<file path="config.mk">
export PLATFORM = sky130hd
export DESIGN_NAME = ptw_walker
export DESIGN_NICKNAME = d
export VERILOG_FILES = /design/src/rtl/ptw_pkg.sv /design/src/rtl/ptw_addr_gen.sv /design/src/rtl/ptw_leaf.sv /design/src/rtl/ptw_walker.sv
export SDC_FILE = /design/constraint.sdc
export NUM_CORES = 1
export LEC_CHECK = 0
export BUFFER_PORTS_ARGS = -buffer_cell sky130_fd_sc_hd__buf_2
export CAP_MARGIN = 30
export CORE_MARGIN = 3
export CORE_UTILIZATION = 52
export DETAILED_ROUTE_END_ITERATION = 8
export HOLD_SLACK_MARGIN = 0.15
export PLACE_DENSITY_LB_ADDON = 0.15
export SETUP_SLACK_MARGIN = 0.2
export SLEW_MARGIN = 0
export SYNTH_ARGS = -nofsm -noshare
export SYNTH_HDL_FRONTEND = slang
export SYNTH_SLANG_ARGS = --single-unit
</file>
<file path="constraint.sdc">
create_clock -name clk -period 4.04 [get_ports clk]
set_input_delay 0.202 -clock clk [delete_from_list [all_inputs] [get_ports clk]]
set_output_delay 0.202 -clock clk [all_outputs]
set_load 0.01 [all_outputs]
</file>
<file path="src/rtl/ptw_pkg.sv">
`timescale 1ns/1ps
package ptw_pkg;
    // address split
    localparam int PG_SHIFT   = 12;
    localparam int L3_BITS    = 6;
    localparam int L2_BITS    = 6;
    localparam int L1_BITS    = 8;
    localparam int VA_W       = PG_SHIFT + L3_BITS + L2_BITS + L1_BITS;
    localparam int LVL2_OFF   = PG_SHIFT + L3_BITS;
    localparam int LVL1_OFF   = LVL2_OFF + L2_BITS;
    // entry layout
    localparam int ENT_W      = 32;
    localparam int ENT_SHIFT  = 4;
    localparam int PA_W       = ENT_W + ENT_SHIFT;
    localparam int PPN_LSB    = 8;
    localparam int REF_BIT    = 5;
    localparam int MOD_BIT    = 6;
    localparam int CTX_ALIGN  = 6;
    localparam int FAULT_W    = 10;
    localparam int BOOT_W     = 19;
    localparam logic [1:0] LAST_LVL = 2'd3;

    localparam logic [1:0] ET_INVALID = 2'd0;
    localparam logic [1:0] ET_DIR     = 2'd1;
    localparam logic [1:0] ET_LEAF    = 2'd2;

    localparam logic [2:0] FT_INVALID = 3'd1;
    localparam logic [2:0] FT_BAD     = 3'd4;

    typedef enum logic [1:0] {ST_IDLE, ST_READ, ST_WBACK, ST_DONE} walk_state_t;

    function automatic logic [FAULT_W-1:0] fault_of(input logic [1:0] lvl, input logic [2:0] kind);
        return {lvl, 3'b000, kind, 2'b00};
    endfunction
endpackage

</file>
<file path="src/rtl/ptw_addr_gen.sv">
`timescale 1ns/1ps
module ptw_addr_gen
    import ptw_pkg::*;
#(
    parameter int CTX_W = 8
) (
    input  logic [ENT_W-1:0]         ctx_ptr,
    input  logic [CTX_W-1:0]         ctx_num,
    input  logic [ENT_W-1:0]         entry,
    input  logic [VA_W-1:PG_SHIFT]   vpn,
    input  logic [1:0]               next_lvl,
    output logic [PA_W-1:0]          ctx_addr,
    output logic [PA_W-1:0]          tbl_addr
);
    localparam logic [ENT_W-1:0] CTX_MASK = ~((ENT_W'(1) << CTX_ALIGN) - ENT_W'(1));
    localparam logic [ENT_W-1:0] ENT_MASK = ~ENT_W'(3);

    logic [PA_W-1:0] index;

    assign ctx_addr = (PA_W'(ctx_ptr & CTX_MASK) << ENT_SHIFT) + (PA_W'(ctx_num) << 2);

    always_comb begin
        unique case (next_lvl)
            2'd1:    index = PA_W'(vpn[VA_W-1:LVL1_OFF]);
            2'd2:    index = PA_W'(vpn[LVL1_OFF-1:LVL2_OFF]);
            default: index = PA_W'(vpn[LVL2_OFF-1:PG_SHIFT]);
        endcase
    end

    assign tbl_addr = (PA_W'(entry & ENT_MASK) << ENT_SHIFT) + (index << 2);
endmodule

</file>
<file path="src/rtl/ptw_leaf.sv">
`timescale 1ns/1ps
module ptw_leaf
    import ptw_pkg::*;
(
    input  logic [ENT_W-1:0]    entry,
    input  logic [1:0]          lvl,
    input  logic [LVL1_OFF-1:0] va_off,
    input  logic                is_write,
    output logic [ENT_W-1:0]    new_entry,
    output logic                need_wb,
    output logic [PA_W-1:0]     pa
);
    logic            set_ref, set_mod;
    logic [PA_W-1:0] frame, offset;

    assign set_ref   = ~entry[REF_BIT];
    assign set_mod   = is_write & ~entry[MOD_BIT];
    assign need_wb   = set_ref | set_mod;
    assign new_entry = entry | (ENT_W'(set_ref) << REF_BIT) | (ENT_W'(set_mod) << MOD_BIT);
    assign frame     = PA_W'(entry[ENT_W-1:PPN_LSB]) << (PPN_LSB + ENT_SHIFT);

    always_comb begin
        unique case (lvl)
            2'd1:    offset = PA_W'(va_off);
            2'd2:    offset = PA_W'(va_off[LVL2_OFF-1:0]);
            default: offset = PA_W'(va_off[PG_SHIFT-1:0]);
        endcase
    end

    assign pa = frame + offset;
endmodule

</file>
<file path="src/rtl/ptw_walker.sv">
`timescale 1ns/1ps
module ptw_walker
    import ptw_pkg::*;
#(
    parameter int                CTX_W     = 8,
    parameter logic [PA_W-1:0]   BOOT_BASE = 36'hFF0000000
) (
    input  logic                 clk,
    input  logic                 rst_n,
    input  logic                 req_valid,
    input  logic [VA_W-1:0]      req_vaddr,
    input  logic                 req_write,
    input  logic                 req_fetch,
    input  logic [ENT_W-1:0]     ctx_ptr,
    input  logic [CTX_W-1:0]     ctx_num,
    input  logic                 xlat_en,
    input  logic                 boot_mode,
    output logic                 busy,
    output logic                 done,
    output logic                 mem_req,
    output logic                 mem_we,
    output logic [PA_W-1:0]      mem_addr,
    output logic [ENT_W-1:0]     mem_wdata,
    input  logic [ENT_W-1:0]     mem_rdata,
    input  logic                 mem_rdy,
    output logic [PA_W-1:0]      res_paddr,
    output logic [1:0]           res_level,
    output logic [ENT_W-1:0]     res_entry,
    output logic [FAULT_W-1:0]   res_fault
);
    walk_state_t       state, nxt;
    logic [1:0]        lvl_q;
    logic [VA_W-1:0]   va_q;
    logic              wr_q;
    logic              mem_req_q, mem_we_q;
    logic [PA_W-1:0]   mem_addr_q;
    logic [ENT_W-1:0]  mem_wdata_q;

    logic [1:0]        ent_type;
    logic [PA_W-1:0]   ctx_addr, tbl_addr, leaf_pa;
    logic [ENT_W-1:0]  new_entry;
    logic              need_wb;

    assign ent_type = mem_rdata[1:0];

    ptw_addr_gen #(.CTX_W(CTX_W)) u_addr (
        .ctx_ptr  (ctx_ptr),
        .ctx_num  (ctx_num),
        .entry    (mem_rdata),
        .vpn      (va_q[VA_W-1:PG_SHIFT]),
        .next_lvl (lvl_q + 2'd1),
        .ctx_addr (ctx_addr),
        .tbl_addr (tbl_addr)
    );

    ptw_leaf u_leaf (
        .entry     (mem_rdata),
        .lvl       (lvl_q),
        .va_off    (va_q[LVL1_OFF-1:0]),
        .is_write  (wr_q),
        .new_entry (new_entry),
        .need_wb   (need_wb),
        .pa        (leaf_pa)
    );

    // state register
    always_ff @(posedge clk) begin
        if (!rst_n) state <= ST_IDLE;
        else        state <= nxt;
    end

    // next-state decision
    always_comb begin
        nxt = state;
        unique case (state)
            ST_IDLE:  if (req_valid) nxt = xlat_en ? ST_READ : ST_DONE;
            ST_READ:  if (mem_rdy) begin
                unique case (ent_type)
                    ET_DIR:  nxt = (lvl_q == LAST_LVL) ? ST_DONE : ST_READ;
                    ET_LEAF: nxt = (lvl_q != 2'd0 && need_wb) ? ST_WBACK : ST_DONE;
                    default: nxt = ST_DONE;
                endcase
            end
            ST_WBACK: if (mem_rdy) nxt = ST_DONE;
            ST_DONE:  nxt = ST_IDLE;
        endcase
    end

    // outputs and walk datapath
    always_ff @(posedge clk) begin
        if (!rst_n) begin
            lvl_q       <= '0;
            va_q        <= '0;
            wr_q        <= 1'b0;
            mem_req_q   <= 1'b0;
            mem_we_q    <= 1'b0;
            mem_addr_q  <= '0;
            mem_wdata_q <= '0;
            res_paddr   <= '0;
            res_level   <= '0;
            res_entry   <= '0;
            res_fault   <= '0;
        end else begin
            unique case (state)
                ST_IDLE: if (req_valid) begin
                    va_q      <= req_vaddr;
                    wr_q      <= req_write;
                    res_fault <= '0;
                    res_entry <= '0;
                    res_level <= '0;
                    if (xlat_en) begin
                        res_paddr  <= '0;
                        mem_req_q  <= 1'b1;
                        mem_we_q   <= 1'b0;
                        mem_addr_q <= ctx_addr;
                        lvl_q      <= 2'd0;
                    end else if (req_fetch && boot_mode) begin
                        res_paddr  <= BOOT_BASE | PA_W'(req_vaddr[BOOT_W-1:0]);
                    end else begin
                        res_paddr  <= PA_W'(req_vaddr);
                    end
                end
                ST_READ: if (mem_rdy) begin
                    res_entry <= mem_rdata;
                    res_level <= lvl_q;
                    unique case (ent_type)
                        ET_DIR: begin
                            if (lvl_q == LAST_LVL) begin
                                res_fault <= fault_of(lvl_q, FT_BAD);
                                mem_req_q <= 1'b0;
                            end else begin
                                mem_addr_q <= tbl_addr;
                                lvl_q      <= lvl_q + 2'd1;
                            end
                        end
                        ET_LEAF: begin
                            if (lvl_q == 2'd0) begin
                                res_fault <= fault_of(lvl_q, FT_BAD);
                                mem_req_q <= 1'b0;
                            end else begin
                                res_paddr <= leaf_pa;
                                res_entry <= new_entry;
                                if (need_wb) begin
                                    mem_we_q    <= 1'b1;
                                    mem_wdata_q <= new_entry;
                                end else begin
                                    mem_req_q   <= 1'b0;
                                end
                            end
                        end
                        ET_INVALID: begin
                            res_fault <= fault_of(lvl_q, FT_INVALID);
                            mem_req_q <= 1'b0;
                        end
                        default: begin
                            res_fault <= fault_of(lvl_q, FT_BAD);
                            mem_req_q <= 1'b0;
                        end
                    endcase
                end
                ST_WBACK: if (mem_rdy) begin
                    mem_req_q <= 1'b0;
                    mem_we_q  <= 1'b0;
                end
                ST_DONE: ;
            endcase
        end
    end

    assign busy      = (state != ST_IDLE);
    assign done      = (state == ST_DONE);
    assign mem_req   = mem_req_q;
    assign mem_we    = mem_we_q;
    assign mem_addr  = mem_addr_q;
    assign mem_wdata = mem_wdata_q;

    // port holds its request until accepted
    p_port_hold_r12: assert property (@(posedge clk) disable iff (!rst_n)
        (mem_req && !mem_rdy) |=> (mem_req && $stable(mem_addr) && $stable(mem_we) && $stable(mem_wdata)));

    // done lasts one cycle and lies inside busy
    p_done_pulse_r11: assert property (@(posedge clk) disable iff (!rst_n)
        done |=> !done);
    p_done_busy_r11: assert property (@(posedge clk) disable iff (!rst_n)
        done |-> busy);
    p_quiet_idle_r11: assert property (@(posedge clk) disable iff (!rst_n)
        !busy |-> !mem_req);

    // every write-back carries the referenced bit
    p_wb_ref_r6: assert property (@(posedge clk) disable iff (!rst_n)
        (mem_req && mem_we) |-> mem_wdata[REF_BIT]);

    // fault codes only take the documented shapes
    p_fault_shape_r8: assert property (@(posedge clk) disable iff (!rst_n)
        done |-> (res_fault[1:0] == 2'b00 &&
                  (res_fault[7:2] == 6'd0 || res_fault[7:2] == 6'd1 || res_fault[7:2] == 6'd4)));
endmodule

</file>
# Word level (Yosys, flattened, before mapping)
# Cells that the tools add are included.
classes:
  n_addsub: 4
  reduce_logical: 18
  eq_ne: 22
  mux: 59
  bitwise: 7
op_table:
  columns: ["op", "count"]
  rows:
  - ["$mux W36", 11]
  - ["$pmux W36 S2", 2]
  - ["$mux W32", 4]
  - ["$add A36 B36 Y36", 2]
  - ["$pmux W32 S2", 1]
  - ["$pmux W24 S2", 1]
  - ["$mux W10", 4]
  - ["$add A36 B10 Y36", 1]
  - ["$or A32 B6 Y32", 1]
  - ["$or A32 B7 Y32", 1]
  - ["$pmux W10 S3", 1]
  - ["$mux W2", 12]
  - ["$pmux W10 S2", 1]
  - ["$ne A2 B2 Y1 const B", 8]
  - ["$pmux W8 S2", 1]
  - ["$reduce_and A5 Y1", 3]
  - ["$mux W1", 14]
  - ["$eq A2 B2 Y1 const B", 6]
  - ["$pmux W2 S2", 3]
  - ["$eq A2 B1 Y1 const B", 4]
  - ["$pmux W2 S4", 1]
  - ["$reduce_and A8 Y1", 1]
  - ["$reduce_and A7 Y1", 1]
  - ["$logic_not A2 Y1", 3]
  - ["other kinds (15)", 23]
totals:
  regBits: 187

# Logic depth before layout (Yosys ltp)
depth:
  word_depth: 8
  mapped_depth: 14

# By module
# A second synthesis with hierarchy kept.
hier_totals:
  cells_unflattened: 1240
  hier_area_um2: 10261.1
modules_own_cells:
  columns: ["mod", "n_inst", "area_each_um2", "cells_each"]
  rows:
  - ["ptw_walker", 1, 7856.3, 917]
  - ["ptw_addr_gen", 1, 1216.2, 159]
  - ["ptw_leaf", 1, 1188.6, 164]

# Least setup slack after synthesis
# No wires, ideal clock.
synth_path:
  path_kind: "flip-flop to flip-flop"
  start: "register lvl_q[0]"
  end: "register res_paddr[26]"
  path_slack_ps: 849
  arrival_ps: 3117
  required_ps: 3966
  stages_incl_launch_ff: 14
  cell_sequence: "dfxtp_1 inv_1 ha_1 o21a_1 and2_1 ha_1 inv_1 fa_1 and2b_1 o2111ai_1 a211oi_1 nor3_1 mux2_2 a31oi_1"
synth_between:
  elab_chain_len: 7
synth_rtl:
  columns: ["element", "line_no", "text"]
  rows:
  - ["start, declared", "ptw_walker.sv:32", "logic [1:0] lvl_q;"]
  - ["start signal, assigned", "ptw_walker.sv:133", "lvl_q <= lvl_q + 2'd1;"]
  - ["$eq A2 B2 Y1 / $eq A2 B1 Y1 (equally long branches)", "ptw_leaf.sv:23", "unique case (lvl)"]
  - ["$pmux W24 S2", "ptw_leaf.sv:23", null]
  - ["$add A36 B36 Y36", "ptw_leaf.sv:30", "assign pa = frame + offset;"]
  - ["$mux W36", "ptw_walker.sv:137", "if (lvl_q == 2'd0) begin"]
  - ["$mux W36", "ptw_walker.sv:126", "unique case (ent_type)"]
  - ["$mux W36", "ptw_walker.sv:123", "ST_READ: if (mem_rdy) begin"]
  - ["$pmux W36 S2", "ptw_walker.sv:104", "unique case (state)"]
  - ["end signal, assigned", "ptw_walker.sv:118", "res_paddr <= BOOT_BASE | PA_W'(req_vaddr[BOOT_W-1:0]);"]
  - ["end signal, assigned", "ptw_walker.sv:120", "res_paddr <= PA_W'(req_vaddr);"]
  - ["end signal, assigned", "ptw_walker.sv:141", "res_paddr <= leaf_pa;"]
  - ["end, declared", "ptw_walker.sv:26", "output logic [PA_W-1:0] res_paddr,"]
# Parallel ways exist; a longest one is shown, timed or not. The select of a mux whose other input is x is not followed.
# A chain may end at the register's enable or synchronous reset.

# Worst setup path in the final report
layout_path:
  start: "register lvl_q[0]"
  end: "register mem_addr_q[29], in the netlist mem_addr[29]"
layout_between:
  elab_chain_len: 8
layout_rtl:
  columns: ["element", "line_no", "text"]
  rows:
  - ["$add A2 B1 Y2", "ptw_walker.sv:51", ".next_lvl (lvl_q + 2'd1),"]
  - ["$eq A2 B2 Y1 / $eq A2 B1 Y1 (equally long branches)", "ptw_addr_gen.sv:23", "unique case (next_lvl)"]
  - ["$pmux W8 S2", "ptw_addr_gen.sv:23", null]
  - ["$add A36 B36 Y36", "ptw_addr_gen.sv:30", "assign tbl_addr = (PA_W'(entry & ENT_MASK) << ENT_SHIFT) + (index << 2);"]
  - ["$mux W36", "ptw_walker.sv:128", "if (lvl_q == LAST_LVL) begin"]
  - ["$mux W36", "ptw_walker.sv:126", null]
  - ["$mux W36", "ptw_walker.sv:123", null]
  - ["$pmux W36 S2", "ptw_walker.sv:104", null]
  - ["end signal, assigned", "ptw_walker.sv:115", "mem_addr_q <= ctx_addr;"]
  - ["end signal, assigned", "ptw_walker.sv:132", "mem_addr_q <= tbl_addr;"]
  - ["end, declared", "ptw_walker.sv:36", "logic [PA_W-1:0] mem_addr_q;"]
# Parallel ways exist; a longest one is shown, timed or not. The select of a mux whose other input is x is not followed.

==> flow_summary_export.csv <==
group,metric,value,unit
timing,post-route-period-util,0.875,
die,boundaryPins,264,
final_layout,ff_latch_area,3580,sq um
logic_synthesis,ys_seq_elements,179,
logic_synthesis,ys_types,69,
logic_synthesis,synth_edf_count,0,
grt,grt_overflow,0,
cts,cts_tree,"done",
logic_synthesis,yosysTopAreaCell,"dfxtp_1",
setup_path,critical_path.top_delay_family,"compound AO/OA/AOI/OAI gates",
logic_synthesis,synthCells,1124,
cts,cts_made_buffers,17,
logic_synthesis,synthArstFlopShare,0,
placement,place_inst,1525,
timing,setup_violations,0,
routing,routed_wl,30.1,mm
grt,grt_usage,0.308,
logic_synthesis,synth_common_cells,"179 x dfxtp_1, 178 x nand2_1, 126 x a21oi_1",
timing,grt_setup_unrepaired,"no",
routing,vias,9553,
routing,wire_per_inst,18.4,um
power,power.density,561,nW/um^2
routing,ant_nets,0,
setup_path,critPathCaptureType,"register",
cts,clock_latency,0.44,ns
final_layout,nFillCells,1424,
setup_path,critPathMaxFanout,9,
timing,final_max_slew_viol_count,0,
logic_synthesis,ys_seq_area_frac,0.401,
routing,firstDrtPassIters,5,
die,rows,47,
grt,grt_pass1_vias,8389,
timing,slew_headroom,0.426,
placement,numPortBuffers,249,
setup_path,critPathBufInv,1,
timing,hold_viol_final,0,
logic_synthesis,synth_top_area_frac,0.401,
setup_path,cp.arrival,3.86,ns
job,cap_violations,0,
worst_hold_path,hp-class,"in2reg",
setup_path,cp_slowest_stage_delay,0.44,ns
cts,htree_levels,4,
die,start_util,0.534,
timing,max_freq,283,MHz
routing,drc,0,
placement,dp.final_hpwl,20.7,mm
power,power_leakage,5.06,nW
cts,clock-sinks,179,
grt,grt_pass1_wl,45.7,mm
die,fp.dieH,137,um
setup_path,start_kind,"register",
logic_synthesis,syn-mean-instance-area,7.94,sq um
timing,period_needed,3.53,ns
routing,drt_iter0_drc,820,
timing,timing.setup.tns,0,ns
final_layout,antenna_cells,0,
logic_synthesis,synth_area_leaders,"dfxtp_1 40%, nand2_1 7.5%, a21oi_1 7.1%",
logic_synthesis,synthFlopType,"dfxtp_1",
final_layout,layout-drive-gt1-share,0.225,
logic_synthesis,yosysMostFrequentCell,"dfxtp_1",
cts,path_clk_slew,0.07,ns
die,dieArea,18800,sq um
cts,postCtsSetupBuffers,0,
cts,cts_root_buf,"clkbuf_16",
timing,clock_skew,0.00778,ns
status,run_status,"finished clean",
die,core_area,16700,sq um
grt,antenna_found_initial,0,
setup_path,critical_path_required,4.37,ns
final_layout,multi_input_area,4930,sq um
logic_synthesis,ys_warn_count,0,
setup_path,path_common_cell,"ha_1",
grt,grt_max_degree,84,
final_layout,nets,1549,
die,die_w,137,um
final_layout,area_growth,31.0,%
cts,cts_buffer_depth,2,
placement,place_congestion,0.932,
setup_path,worstPathCellList,"inv_1, ha_1, nor2_1, a221o_1, ha_1, a211o_1, a21oi_1, or4_1, mux2i_1, nand2_1, a32o_1",
final_layout,finalNonFillerCells,1639,
setup_path,crit_slowest_cell,"dfxtp_1",
routing,vias_per_cell,5.83,
setup_path,crit_type,"reg2reg",
timing,worstMarginPinSlew,0.862,ns
logic_synthesis,syn_area,8930,sq um
power,peakVddDrop,0.000335,V
power,total_power,6.55,mW
## sequential cells by signal (all words and copies together), names as in the netlist
signal	flops
state	2
mem_we	1
wr_q	1
mem_addr	34
mem_req	1
res_fault	4
mem_wdata	32
va_q	32
lvl_q	2
res_paddr	36
res_level	2
res_entry	32
## layout by cell type (no fill, tap or decap), types with 4 or more instances in the layout
| cell | netlist | layout |
|---|---|---|
| conb_1 | 1 | 8 |
| xor2_1 | 18 | 18 |
| inv_1 | 16 | 16 |
| or3_1 | 7 | 7 |
| and3_1 | 14 | 14 |
| a211oi_1 | 30 | 30 |
| nor3_1 | 31 | 31 |
| nand3_1 | 34 | 34 |
| nor4_1 | 4 | 4 |
| dlygate4sd3_1 | 0 | 82 |
| nand2b_1 | 6 | 6 |
| nand3b_1 | 4 | 4 |
| nor3b_1 | 16 | 16 |
| buf_2 | 7 | 249 |
| and2_1 | 16 | 16 |
| o21ai_0 | 48 | 48 |
| nand4_1 | 6 | 6 |
| a21o_1 | 9 | 9 |
| a31oi_1 | 7 | 7 |
| a221oi_1 | 7 | 7 |
| o211ai_1 | 13 | 13 |
| o21a_1 | 4 | 4 |
| xnor2_1 | 14 | 14 |
| inv_6 | 0 | 7 |
| nand2_1 | 178 | 178 |
| dfxtp_1 | 179 | 179 |
| nor2_1 | 92 | 92 |
| a22oi_1 | 34 | 34 |
| nor2b_1 | 7 | 7 |
| o22ai_1 | 8 | 8 |
| ha_1 | 29 | 28 |
| mux2i_1 | 10 | 10 |
| a21oi_1 | 126 | 125 |
| a211o_1 | 4 | 4 |
| clkbuf_16 | 0 | 17 |
| buf_4 | 12 | 18 |
| o31ai_1 | 7 | 7 |
## routing by layer
metal / vias to the layer above / GRT usage / routed length, um
met1: 4513 / 0.426 / 12900
met3: 64 / 0.0632 / 2320
met2: 441 / 0.482 / 14000
li1: 4535 / - / -
met4: 0 / 0.0998 / 857
met5: - / 0 / 0
## area by class of cell
type,count,area share
Multi-Input combinational cell,839,0.421
Sequential cell,179,0.307
Timing Repair Buffer,352,0.194
Clock buffer,18,0.0376
Tap cell,220,0.0235
Clock inverter,14,0.0115
Inverter,17,0.00567
## worst paths after layout
path                             startpoint                          to  slack [ns]  cells past startpoint
hold / removal                mem_rdata[21]  mem_wdata[21]$_SDFFE_PN0P_        0.17                      3
setup reg to reg      lvl_q[0]$_SDFFE_PN0P_   mem_addr[29]$_SDFFE_PN0P_        0.51                     11
setup / recovery      lvl_q[0]$_SDFFE_PN0P_   mem_addr[29]$_SDFFE_PN0P_        0.51                     11
hold reg to reg   mem_wdata[3]$_SDFFE_PN0P_   mem_wdata[3]$_SDFFE_PN0P_        0.45                      2
## what timing repair did
item,in CTS,in global routing
gates resized for setup,0,0
hold buffers,82,0
endpoints found under the hold margin,105,0
## report_power, final
part	internal, mW	total [mW]	switching [mW]	leakage [nW]
combinational	0.958	2.51	1.56	3.32
clock	0.837	1.63	0.792	0.286
sequential	2.18	2.41	0.233	1.46
total	3.97	6.55	2.58	5.06
## cells by family after synthesis
family                     synth area share
and+or+nand+nor                       0.224
AOI/OAI and AO/OA                     0.229
DFF                                   0.401
buffers and inverters                0.0544
xor gates and xnor gates             0.0314
adders and majority gates            0.0451
muxes                                0.0137
other                              0.000420
## stage by stage
stage	hold slack [ns]	util	cell area (sq um)	setup slack, ns
final	0.167	0.700	11700	0.507
after global routing	0.191	0.700	11700	0.261
after CTS	0.151	0.700	11700	0.517
after detailed placement	0.444	0.616	10300	0.513
after global placement	0.437	0.614	10300	0.609
after floorplan	0.338	-	8950	0.849
## worst reg2reg max path, stage by stage, from the launching register on
cell and delay (ns):
dfxtp_1 0.44, inv_1 0.14, ha_1 0.35, nor2_1 0.37, a221o_1 0.27, ha_1 0.26
a211o_1 0.28, a21oi_1 0.38, or4_1 0.44, mux2i_1 0.24, nand2_1 0.07, a32o_1 0.19
No activity file was read; power rests on OpenSTA's default activity.
